===== src/rtl/btg_pkg.sv =====
package btg_pkg;

    localparam int unsigned MAX_FACTOR = 16;
    localparam int unsigned BCNT_W     = $clog2(MAX_FACTOR);

    typedef enum logic [1:0] {
        FACTOR_X4      = 2'd0,
        FACTOR_X8      = 2'd1,
        FACTOR_X16     = 2'd2,
        FACTOR_X16_ALT = 2'd3
    } factor_e;

    // Terminal count (ticks per bit minus one) for a factor selection.
    function automatic logic [BCNT_W-1:0] factor_last(input logic [1:0] sel);
        logic [BCNT_W-1:0] r;
        case (factor_e'(sel))
            FACTOR_X4:  r = BCNT_W'(3);
            FACTOR_X8:  r = BCNT_W'(7);
            default:    r = BCNT_W'(MAX_FACTOR - 1);
        endcase
        return r;
    endfunction

endpackage


===== src/rtl/btg_prescaler.sv =====
module btg_prescaler #(
    parameter int unsigned PRE_W = 3
) (
    input  logic             clk,
    input  logic             rst_n,
    input  logic             en_i,
    input  logic [PRE_W-1:0] sel_i,
    output logic             stb_o
);

    typedef struct packed {
        logic [PRE_W-1:0] cnt;
        logic [PRE_W-1:0] lim;
    } pre_state_t;

    pre_state_t st_d, st_q;
    logic       wrap;

    always_comb begin
        st_d = st_q;
        wrap = en_i && (st_q.cnt == st_q.lim);
        if (!en_i) begin
            st_d = '0;
        end else if (wrap) begin
            st_d.cnt = '0;
            st_d.lim = sel_i;          // new division ratio taken on wrap
        end else begin
            st_d.cnt = st_q.cnt + 1'b1;
        end
    end

    always_ff @(posedge clk or negedge rst_n) begin
        if (!rst_n) st_q <= '0;
        else        st_q <= st_d;
    end

    assign stb_o = wrap;

    AST_PRE_BOUND: assert property (@(posedge clk) disable iff (!rst_n)
        st_q.cnt <= st_q.lim);

endmodule


===== src/rtl/btg_divider.sv =====
module btg_divider #(
    parameter int unsigned DIV_W = 16
) (
    input  logic             clk,
    input  logic             rst_n,
    input  logic             en_i,
    input  logic             stb_i,
    input  logic [DIV_W-1:0] div_i,
    output logic             fire_o,
    output logic             tick_o
);

    typedef struct packed {
        logic [DIV_W-1:0] cnt;
        logic [DIV_W-1:0] lim;
        logic             tick;
    } div_state_t;

    div_state_t       st_d, st_q;
    logic [DIV_W-1:0] eff_last;
    logic             fire;

    always_comb begin
        eff_last = (div_i == '0) ? '0 : div_i - 1'b1;
        fire     = stb_i && (st_q.cnt == st_q.lim);
        st_d     = st_q;
        if (!en_i) begin
            st_d = '0;
        end else if (fire) begin
            st_d.cnt  = '0;
            st_d.lim  = eff_last;      // reload only at terminal count
            st_d.tick = 1'b1;
        end else begin
            st_d.tick = 1'b0;
            if (stb_i) st_d.cnt = st_q.cnt + 1'b1;
        end
    end

    always_ff @(posedge clk or negedge rst_n) begin
        if (!rst_n) st_q <= '0;
        else        st_q <= st_d;
    end

    assign fire_o = fire;
    assign tick_o = st_q.tick;

    AST_DIV_BOUND: assert property (@(posedge clk) disable iff (!rst_n)
        st_q.cnt <= st_q.lim);

    AST_DIV_LIM_HOLD: assert property (@(posedge clk) disable iff (!rst_n)
        (en_i && !fire) |=> $stable(st_q.lim));

endmodule


===== src/rtl/btg_bitcount.sv =====
module btg_bitcount
    import btg_pkg::*;
(
    input  logic       clk,
    input  logic       rst_n,
    input  logic       en_i,
    input  logic       fire_i,
    input  logic [1:0] fac_i,
    output logic       bit_o
);

    typedef struct packed {
        logic [BCNT_W-1:0] cnt;
        logic [BCNT_W-1:0] lim;
        logic              bstb;
    } bit_state_t;

    bit_state_t st_d, st_q;
    logic       wrap;

    always_comb begin
        wrap = fire_i && (st_q.cnt == st_q.lim);
        st_d = st_q;
        if (!en_i) begin
            st_d = '0;
        end else if (wrap) begin
            st_d.cnt  = '0;
            st_d.lim  = factor_last(fac_i);   // factor taken at bit boundary
            st_d.bstb = 1'b1;
        end else begin
            st_d.bstb = 1'b0;
            if (fire_i) st_d.cnt = st_q.cnt + 1'b1;
        end
    end

    always_ff @(posedge clk or negedge rst_n) begin
        if (!rst_n) st_q <= '0;
        else        st_q <= st_d;
    end

    assign bit_o = st_q.bstb;

    AST_BIT_BOUND: assert property (@(posedge clk) disable iff (!rst_n)
        st_q.cnt <= st_q.lim);

    AST_FAC_HOLD: assert property (@(posedge clk) disable iff (!rst_n)
        (en_i && !wrap) |=> $stable(st_q.lim));

endmodule


===== src/rtl/baud_tick_gen.sv =====
module baud_tick_gen #(
    parameter int unsigned DIV_W = 16,
    parameter int unsigned PRE_W = 3
) (
    input  logic             clk,
    input  logic             rst_n,
    input  logic             enable,
    input  logic [DIV_W-1:0] divisor,
    input  logic [PRE_W-1:0] prescale_sel,
    input  logic [1:0]       factor_sel,
    output logic             tick,
    output logic             bit_strobe
);

    logic pre_stb;
    logic div_fire;

    btg_prescaler #(.PRE_W(PRE_W)) u_pre (
        .clk   (clk),
        .rst_n (rst_n),
        .en_i  (enable),
        .sel_i (prescale_sel),
        .stb_o (pre_stb)
    );

    btg_divider #(.DIV_W(DIV_W)) u_div (
        .clk    (clk),
        .rst_n  (rst_n),
        .en_i   (enable),
        .stb_i  (pre_stb),
        .div_i  (divisor),
        .fire_o (div_fire),
        .tick_o (tick)
    );

    btg_bitcount u_bit (
        .clk    (clk),
        .rst_n  (rst_n),
        .en_i   (enable),
        .fire_i (div_fire),
        .fac_i  (factor_sel),
        .bit_o  (bit_strobe)
    );

    AST_QUIET_WHEN_OFF: assert property (@(posedge clk) disable iff (!rst_n)
        !enable |=> (!tick && !bit_strobe));

    AST_FIRST_PULSE: assert property (@(posedge clk) disable iff (!rst_n)
        $rose(enable) |=> (tick && bit_strobe));

    AST_BIT_NEEDS_TICK: assert property (@(posedge clk) disable iff (!rst_n)
        bit_strobe |-> tick);

endmodule


===== config.mk =====
export PLATFORM = sky130hd
export DESIGN_NAME = baud_tick_gen
export DESIGN_NICKNAME = d
export VERILOG_FILES = /design/src/rtl/btg_pkg.sv /design/src/rtl/btg_prescaler.sv /design/src/rtl/btg_divider.sv /design/src/rtl/btg_bitcount.sv /design/src/rtl/baud_tick_gen.sv
export SDC_FILE = /design/constraint.sdc
export NUM_CORES = 1
export LEC_CHECK = 0
export CORE_ASPECT_RATIO = 1.1
export CORE_UTILIZATION = 57
export DETAILED_ROUTE_END_ITERATION = 8
export GPL_TIMING_DRIVEN = 1
export PLACE_DENSITY = 0.79
export SKIP_CTS_REPAIR_TIMING = 1
export SLEW_MARGIN = 20
export SYNTH_ARGS = -nofsm -noshare
export SYNTH_HDL_FRONTEND = slang
export SYNTH_HIERARCHICAL = 1
export SYNTH_SLANG_ARGS = --single-unit

===== constraint.sdc =====
create_clock -name clk -period 3.9 [get_ports clk]
set_clock_uncertainty 0.2 [all_clocks]
set_input_delay 0.78 -clock clk [delete_from_list [all_inputs] [get_ports clk]]
set_output_delay 0.78 -clock clk [all_outputs]
set_load 0.05 [all_outputs]

==> results of run 1 <==
## state kept, by name (all words and copies together) (netlist names)
register / count
u_bit/bit_o: 1
u_bit/st_q: 7
u_div/st_q: 32
u_div/tick_o: 1
u_pre/st_q: 6
## cells in the mapped netlist (all sizes together), types with 3 or more instances
library cell  instances  share of area [%]
nor2                 20                2.7
nor4                  7                1.8
nor3b                 3               0.80
nor3                  6                1.5
or4                   3                1.1
xor2                 35                 11
clkbuf                7               0.93
ha                    4                1.8
nor2b                 6                1.3
o41ai                 4                1.5
o21ai                 6                1.1
xnor2                12                3.7
nand3                 8                1.4
mux2i                19                6.8
and3                  5                1.1
inv                   4               0.53
buf                   3               0.93
dfrtp                47                 42
nand4                10                2.2
and2                  4               0.98
nand2                52                6.9
## layout make-up
| cell class | count | area, µm² | area share [%] |
|---|---|---|---|
| clock buffers | 7 | 96.3 | 2.99 |
| clock inverters | 1 | 7.51 | 0.233 |
| repair buffers | 30 | 285 | 8.86 |
| well taps | 56 | 70.1 | 2.18 |
| multi-input cells | 230 | 1570 | 48.8 |
| flip-flops and latches | 47 | 1180 | 36.5 |
| inverters | 4 | 15.0 | 0.466 |
## worst min path at each step
stage / slack (ps) / cells after the start / to
2_1_floorplan: 260 / 1 / u_pre/st_q[3]$_DFF_PN0_
3_3_place_gp: 280 / 1 / u_pre/st_q[3]$_DFF_PN0_
3_5_place_dp: 310 / 1 / u_pre/st_q[3]$_DFF_PN0_
4_1_cts: 320 / 1 / u_pre/st_q[3]$_DFF_PN0_
5_1_grt: 320 / 1 / u_div/st_q[6]$_DFFE_PN0P_
6_report: 280 / 1 / u_div/st_q[1]$_DFFE_PN0P_
## where the power goes
group | internal, mW | total, mW | switching [mW]
Combinational | 0.396 | 0.899 | 0.504
Clock | 0.161 | 0.321 | 0.160
Sequential | 0.597 | 0.689 | 0.0916
## per-stage QoR
stage	setup WS [ps]	instance area [µm²]	hold slack (ps)
global placement	734	3110	280
finish	977	3220	275
detailed placement	685	3110	308
floorplan	1070	2810	257
global route	769	3220	318
CTS	1000	3220	319
## cells by family (layout without fill, tap and decap cells)
| group | Yosys count | count (layout) |
|---|---|---|
| buffers and inverters | 14 | 42 |
| AND/OR/NAND/NOR | 137 | 137 |
| adder cells (fa/ha/maj) | 4 | 4 |
| flip-flops | 47 | 47 |
| multiplexers | 21 | 21 |
| XOR/XNOR | 47 | 47 |
| AO/OA/AOI/OAI | 21 | 21 |
## metal layers
metal  vias to the layer above  routed length (µm)  global-route usage, %
met1                       992                2590                   30.7
li1                       1063                   -                      -
met2                        37                2590                   37.9
met3                        10                 158                   5.24
met4                         0                 148                   9.75
met5                         -                   0                      0
## worst max-delay path, stage by stage
cell             delay [ps]
clkdlybuf4s50_1         450
nor4_1                  640
nand4_1                 260
o41a_1                  530
nand2b_1                160
mux2i_1                  80
==> flow_summary.yaml, run 1 <==
yosys:
  yosysSeqAreaShare_pct: 41.8
  ys_types: 46
  synth_cells: 291
  syn_area_per_cell_um2: 9.67
  synthSimpleGateAreaFrac_pct: 25.6
  synth-xor-area-share_pct: 14.6
  synth_top_family_by_area: "simple AND/OR/NAND/NOR gates"
  synth_edf_count: 0
  async_flop_share_pct: 100
  ys.warnings.count: 6
  ys_seq_elements: 47
  synth_compound_area_share_pct: 6.27
  yosys.area_share.adder_pct: 1.78
  synth_fp_nets: 319
  synth_mux_area_share_pct: 7.56
  synthFlopType: "dfrtp_1"
  synthesis.area_um2: 2810
cts:
  cts_buffer_depth: 2
  cts_sinks: 47
  path_clk_slew_ps: 80
  cts_made_buffers: 5
  cts_root_buf: "clkbuf_8"
  clock_latency_ps: 310
  cts_tree: "built"
  htreeDepth: 2
drt:
  vias_per_cell: 5.61
  first_pass_iters: 4
  drt-wirelength-per-cell_um: 14.6
  vias: 2102
  drc: 0
  drt.antenna.violating_nets: 0
  drt_iter0_drc: 133
  wl_um: 5480
timing:
  drv_slew: 0
  setup_violations: 0
  period_share_pct: 75.0
  post-route-min-period_ps: 2920
  hold_violations: 0
  timing.slew.headroom_pct: 47.5
  fmax_mhz: 342
  tns_ps: 0
  rsz0062_at_grt: "false"
  tightest_slew_ps: 781
layout:
  diodes: 0
  areaGrowthSynthToFinish_pct: 14.5
  num-fill-cells: 396
  final_common_cell: "nand2_1"
  mostFrequentLayoutCells: "52 x nand2_1, 47 x dfrtp_1, 35 x xor2_1"
  nets: 346
  fin_cells: 375
  fin_util_pct: 68.8
  drive_gt1_share_pct: 8.15
critical_path:
  cp.required_ps: 3880
  crit_fanout: 13
  cp-start-kind: "primary input"
  worstSetupEndpointType: "flop"
  r2r_slack_ps: 1160
  r2r_cells: 9
  arrival_ps: 2900
  setup.worst_path.end: "u_div/st_q[2]$_DFFE_PN0P_"
  r2r-end: "u_bit/st_q[3]$_DFFE_PN0P_"
  cp-startpoint: "divisor[9]"
  crit_type: "in -> reg"
  timing.rr.start: "u_pre/st_q[3]$_DFF_PN0_"
die:
  start_util_pct: 60.1
  io_pins: 26
  num_rows: 26
  core_um2: 4680
  die_area_um2: 5220
  die_w_um: 69.0
  die_h_um: 75.7
pwr:
  total_leakage_power_nw: 1.56
  power_density_nw_per_um2: 593
  ir_drop_mv: 0.279
  finalPower_mw: 1.91
global_routing:
  grt_pass1_wl_um: 8960
  grt_pass1_vias: 1983
  antenna_found_initial: 0
  grt_overflow: 0
  grt.total_usage_pct: 23.6
  grt_max_degree: 48
run:
  cap_violations: 0
placed_design:
  hpwl_um: 3900
  placed_cells_incl_taps: 367
  port_buffers: 25
  gp_congestion: 0.917
hold_path:
  worstHoldPathType: "in -> async"
run_status:
  outcome: "complete, no violations"
No activity file was read; power rests on OpenSTA's default activity.
==> inputs of run 2 (changes only) <==
==> constraint.sdc (replaced) <==
create_clock -name clk -period 2.8 [get_ports clk]
set_clock_uncertainty 0.2 [all_clocks]
set_input_delay 0.56 -clock clk [delete_from_list [all_inputs] [get_ports clk]]
set_output_delay 0.56 -clock clk [all_outputs]
set_load 0.05 [all_outputs]
==> run 2 against run 1 <==
  * Design area up 2.2%
  * Largest cell class unchanged
  * Sequential power grew 40%
  * Clock power rose by 60%
  * Final cell count is 1.9% higher
==> flow_summary.yaml, run 2 (synthesis results as in run 1) <==
critical_path:
  timing.rr.start: "u_div/st_q[20]$_DFFE_PN0P_"
  worstSetupEndpointType: "flop"
  cp_cell_sequence: "xor2_1 -> nor4_1 -> nand2_1 -> nor4_2 -> inv_1 -> a2111oi_4 -> mux2i_1"
  cp.required_ps: 2820
  cp-startpoint: "u_div/st_q[20]$_DFFE_PN0P_"
  crit_slowest_cell: "dfrtp_1"
  arrival_ps: 2550
  cp-start-kind: "flop"
  cpPeakStageDelay_ps: 470
  crit_type: "reg -> reg"
  crit_fanout: 6
drt:
  vias: 2148
  first_pass_iters: 4
  drt.antenna.violating_nets: 0
  wl_um: 5590
  drc: 0
  drt-wirelength-per-cell_um: 14.6
  vias_per_cell: 5.62
  drt_iter0_drc: 87
layout:
  largest_reg_flops: 32
  drive_gt1_share_pct: 10.4
  areaGrowthSynthToFinish_pct: 16.9
  num-fill-cells: 353
  nets: 353
  diodes: 0
  final_common_cell: "nand2_1"
  mostFrequentLayoutCells: "52 x nand2_1, 47 x dfrtp_1, 35 x xor2_1"
  largest-register: "u_div/st_q"
  fin_cells: 382
  reg_top3: "u_div/st_q (32), u_bit/st_q (7), u_pre/st_q (6)"
cts:
  clock_latency_ps: 300
  cts_root_buf: "clkbuf_8"
  cts_buffer_depth: 2
  cts_sinks: 47
  path_clk_slew_ps: 80
  htreeDepth: 2
  cts_made_buffers: 5
  cts_tree: "built"
global_routing:
  grt_max_degree: 48
  grt_pass1_wl_um: 9070
  grt.total_usage_pct: 23.8
  antenna_found_initial: 0
  grt_overflow: 0
  grt_pass1_vias: 2011
die:
  num_rows: 26
  io_pins: 26
  core_um2: 4680
  start_util_pct: 60.1
  die_area_um2: 5220
  die_w_um: 69.0
  die_h_um: 75.7
run:
  cap_violations: 0
timing:
  timing.slew.headroom_pct: 60.6
  tightest_slew_ps: 592
  drv_slew: 0
  post-route-min-period_ps: 2530
  period_share_pct: 90.5
  rsz0062_at_grt: "false"
  fmax_mhz: 395
  hold_violations: 0
  setup_violations: 0
  tns_ps: 0
placed_design:
  placed_cells_incl_taps: 374
  port_buffers: 25
  gp_congestion: 0.859
  hpwl_um: 4070
pwr:
  finalPower_mw: 2.81
  power_density_nw_per_um2: 854
  total_leakage_power_nw: 1.60
  ir_drop_mv: 0.395
run_status:
  outcome: "complete, no violations"
hold_path:
  worstHoldPathType: "in -> async"
-- run 2: changes by cell type in the layout (fill, tap and decap cells not counted) --
| cell | before | now |
|---|---|---|
| buf_2 | 0 | 1 |
| bufinv_16 | 0 | 1 |
| clkinvlp_4 | 1 | 0 |
| nor4_2 | 1 | 2 |
| nor4_1 | 6 | 5 |
| clkbuf_8 | 7 | 6 |
| buf_4 | 6 | 12 |
| clkinv_2 | 0 | 1 |
-- run 2: critical path: cells and delay by family (launching register included) --
| family | cells | cell delay [ps] |
|---|---|---|
| simple gates | 3 | 840 |
| compound gates | 1 | 360 |
| mux | 1 | 240 |
| xor+xnor | 1 | 210 |
| buf+inv | 1 | 150 |
| flops | 1 | 470 |
-- run 2: per-stage QoR --
step                      utilization [%]  cell area, µm²  worst slack [ps]  hold WS [ps]
after global placement               67.6            3170               157           280
after detailed placement             67.6            3170               110           295
after floorplan                         -            2810              90.8          64.4
after CTS                            70.1            3280               179           162
final                                70.2            3290               267           129
after global routing                 70.2            3290              70.7           208
-- run 2: where the power goes --
| group | total (mW) | switching, mW | internal (mW) |
|---|---|---|---|
| Clock | 0.512 | 0.223 | 0.289 |
| Sequential | 0.963 | 0.132 | 0.832 |
| Combinational | 1.33 | 0.729 | 0.606 |
| Total | 2.81 | 1.08 | 1.73 |
-- run 2: worst paths after layout --
path / endpoint / slack, ps / cells after the start
min in group clk: u_pre/st_q[3]$_DFF_PN0_ / 300 / 1
max in group asynchronous: u_bit/st_q[4]$_DFFE_PN0P_ / 1850 / 2
worst max register to register: u_bit/st_q[3]$_DFFE_PN0P_ / 270 / 7
worst min-delay path: u_bit/st_q[7]$_DFFE_PN0P_ / 130 / 2
worst max-delay path: u_bit/st_q[3]$_DFFE_PN0P_ / 270 / 7
worst min register to register: u_pre/st_q[3]$_DFF_PN0_ / 300 / 1
-- run 2: routing by layer --
| layer | GRT usage (%) | up-vias | wire length (µm) |
|---|---|---|---|
| li1 | - | 1080 | - |
| met1 | 30.3 | 1015 | 2600 |
| met2 | 40.0 | 43 | 2690 |
| met3 | 4.34 | 10 | 162 |
| met4 | 9.30 | 0 | 132 |
| met5 | 0 | - | 0 |
-- run 2: final cells by class --
cell class                 count  area (µm²)  area share, %
tap                           56        70.1           2.13
clock buffer                   6        82.6           2.51
sequential                    47        1180           35.7
inverter                       4        15.0          0.456
timing repair buffer          37         335           10.2
multi-input combinational    230        1580           47.9
clock inverter                 2        35.0           1.06
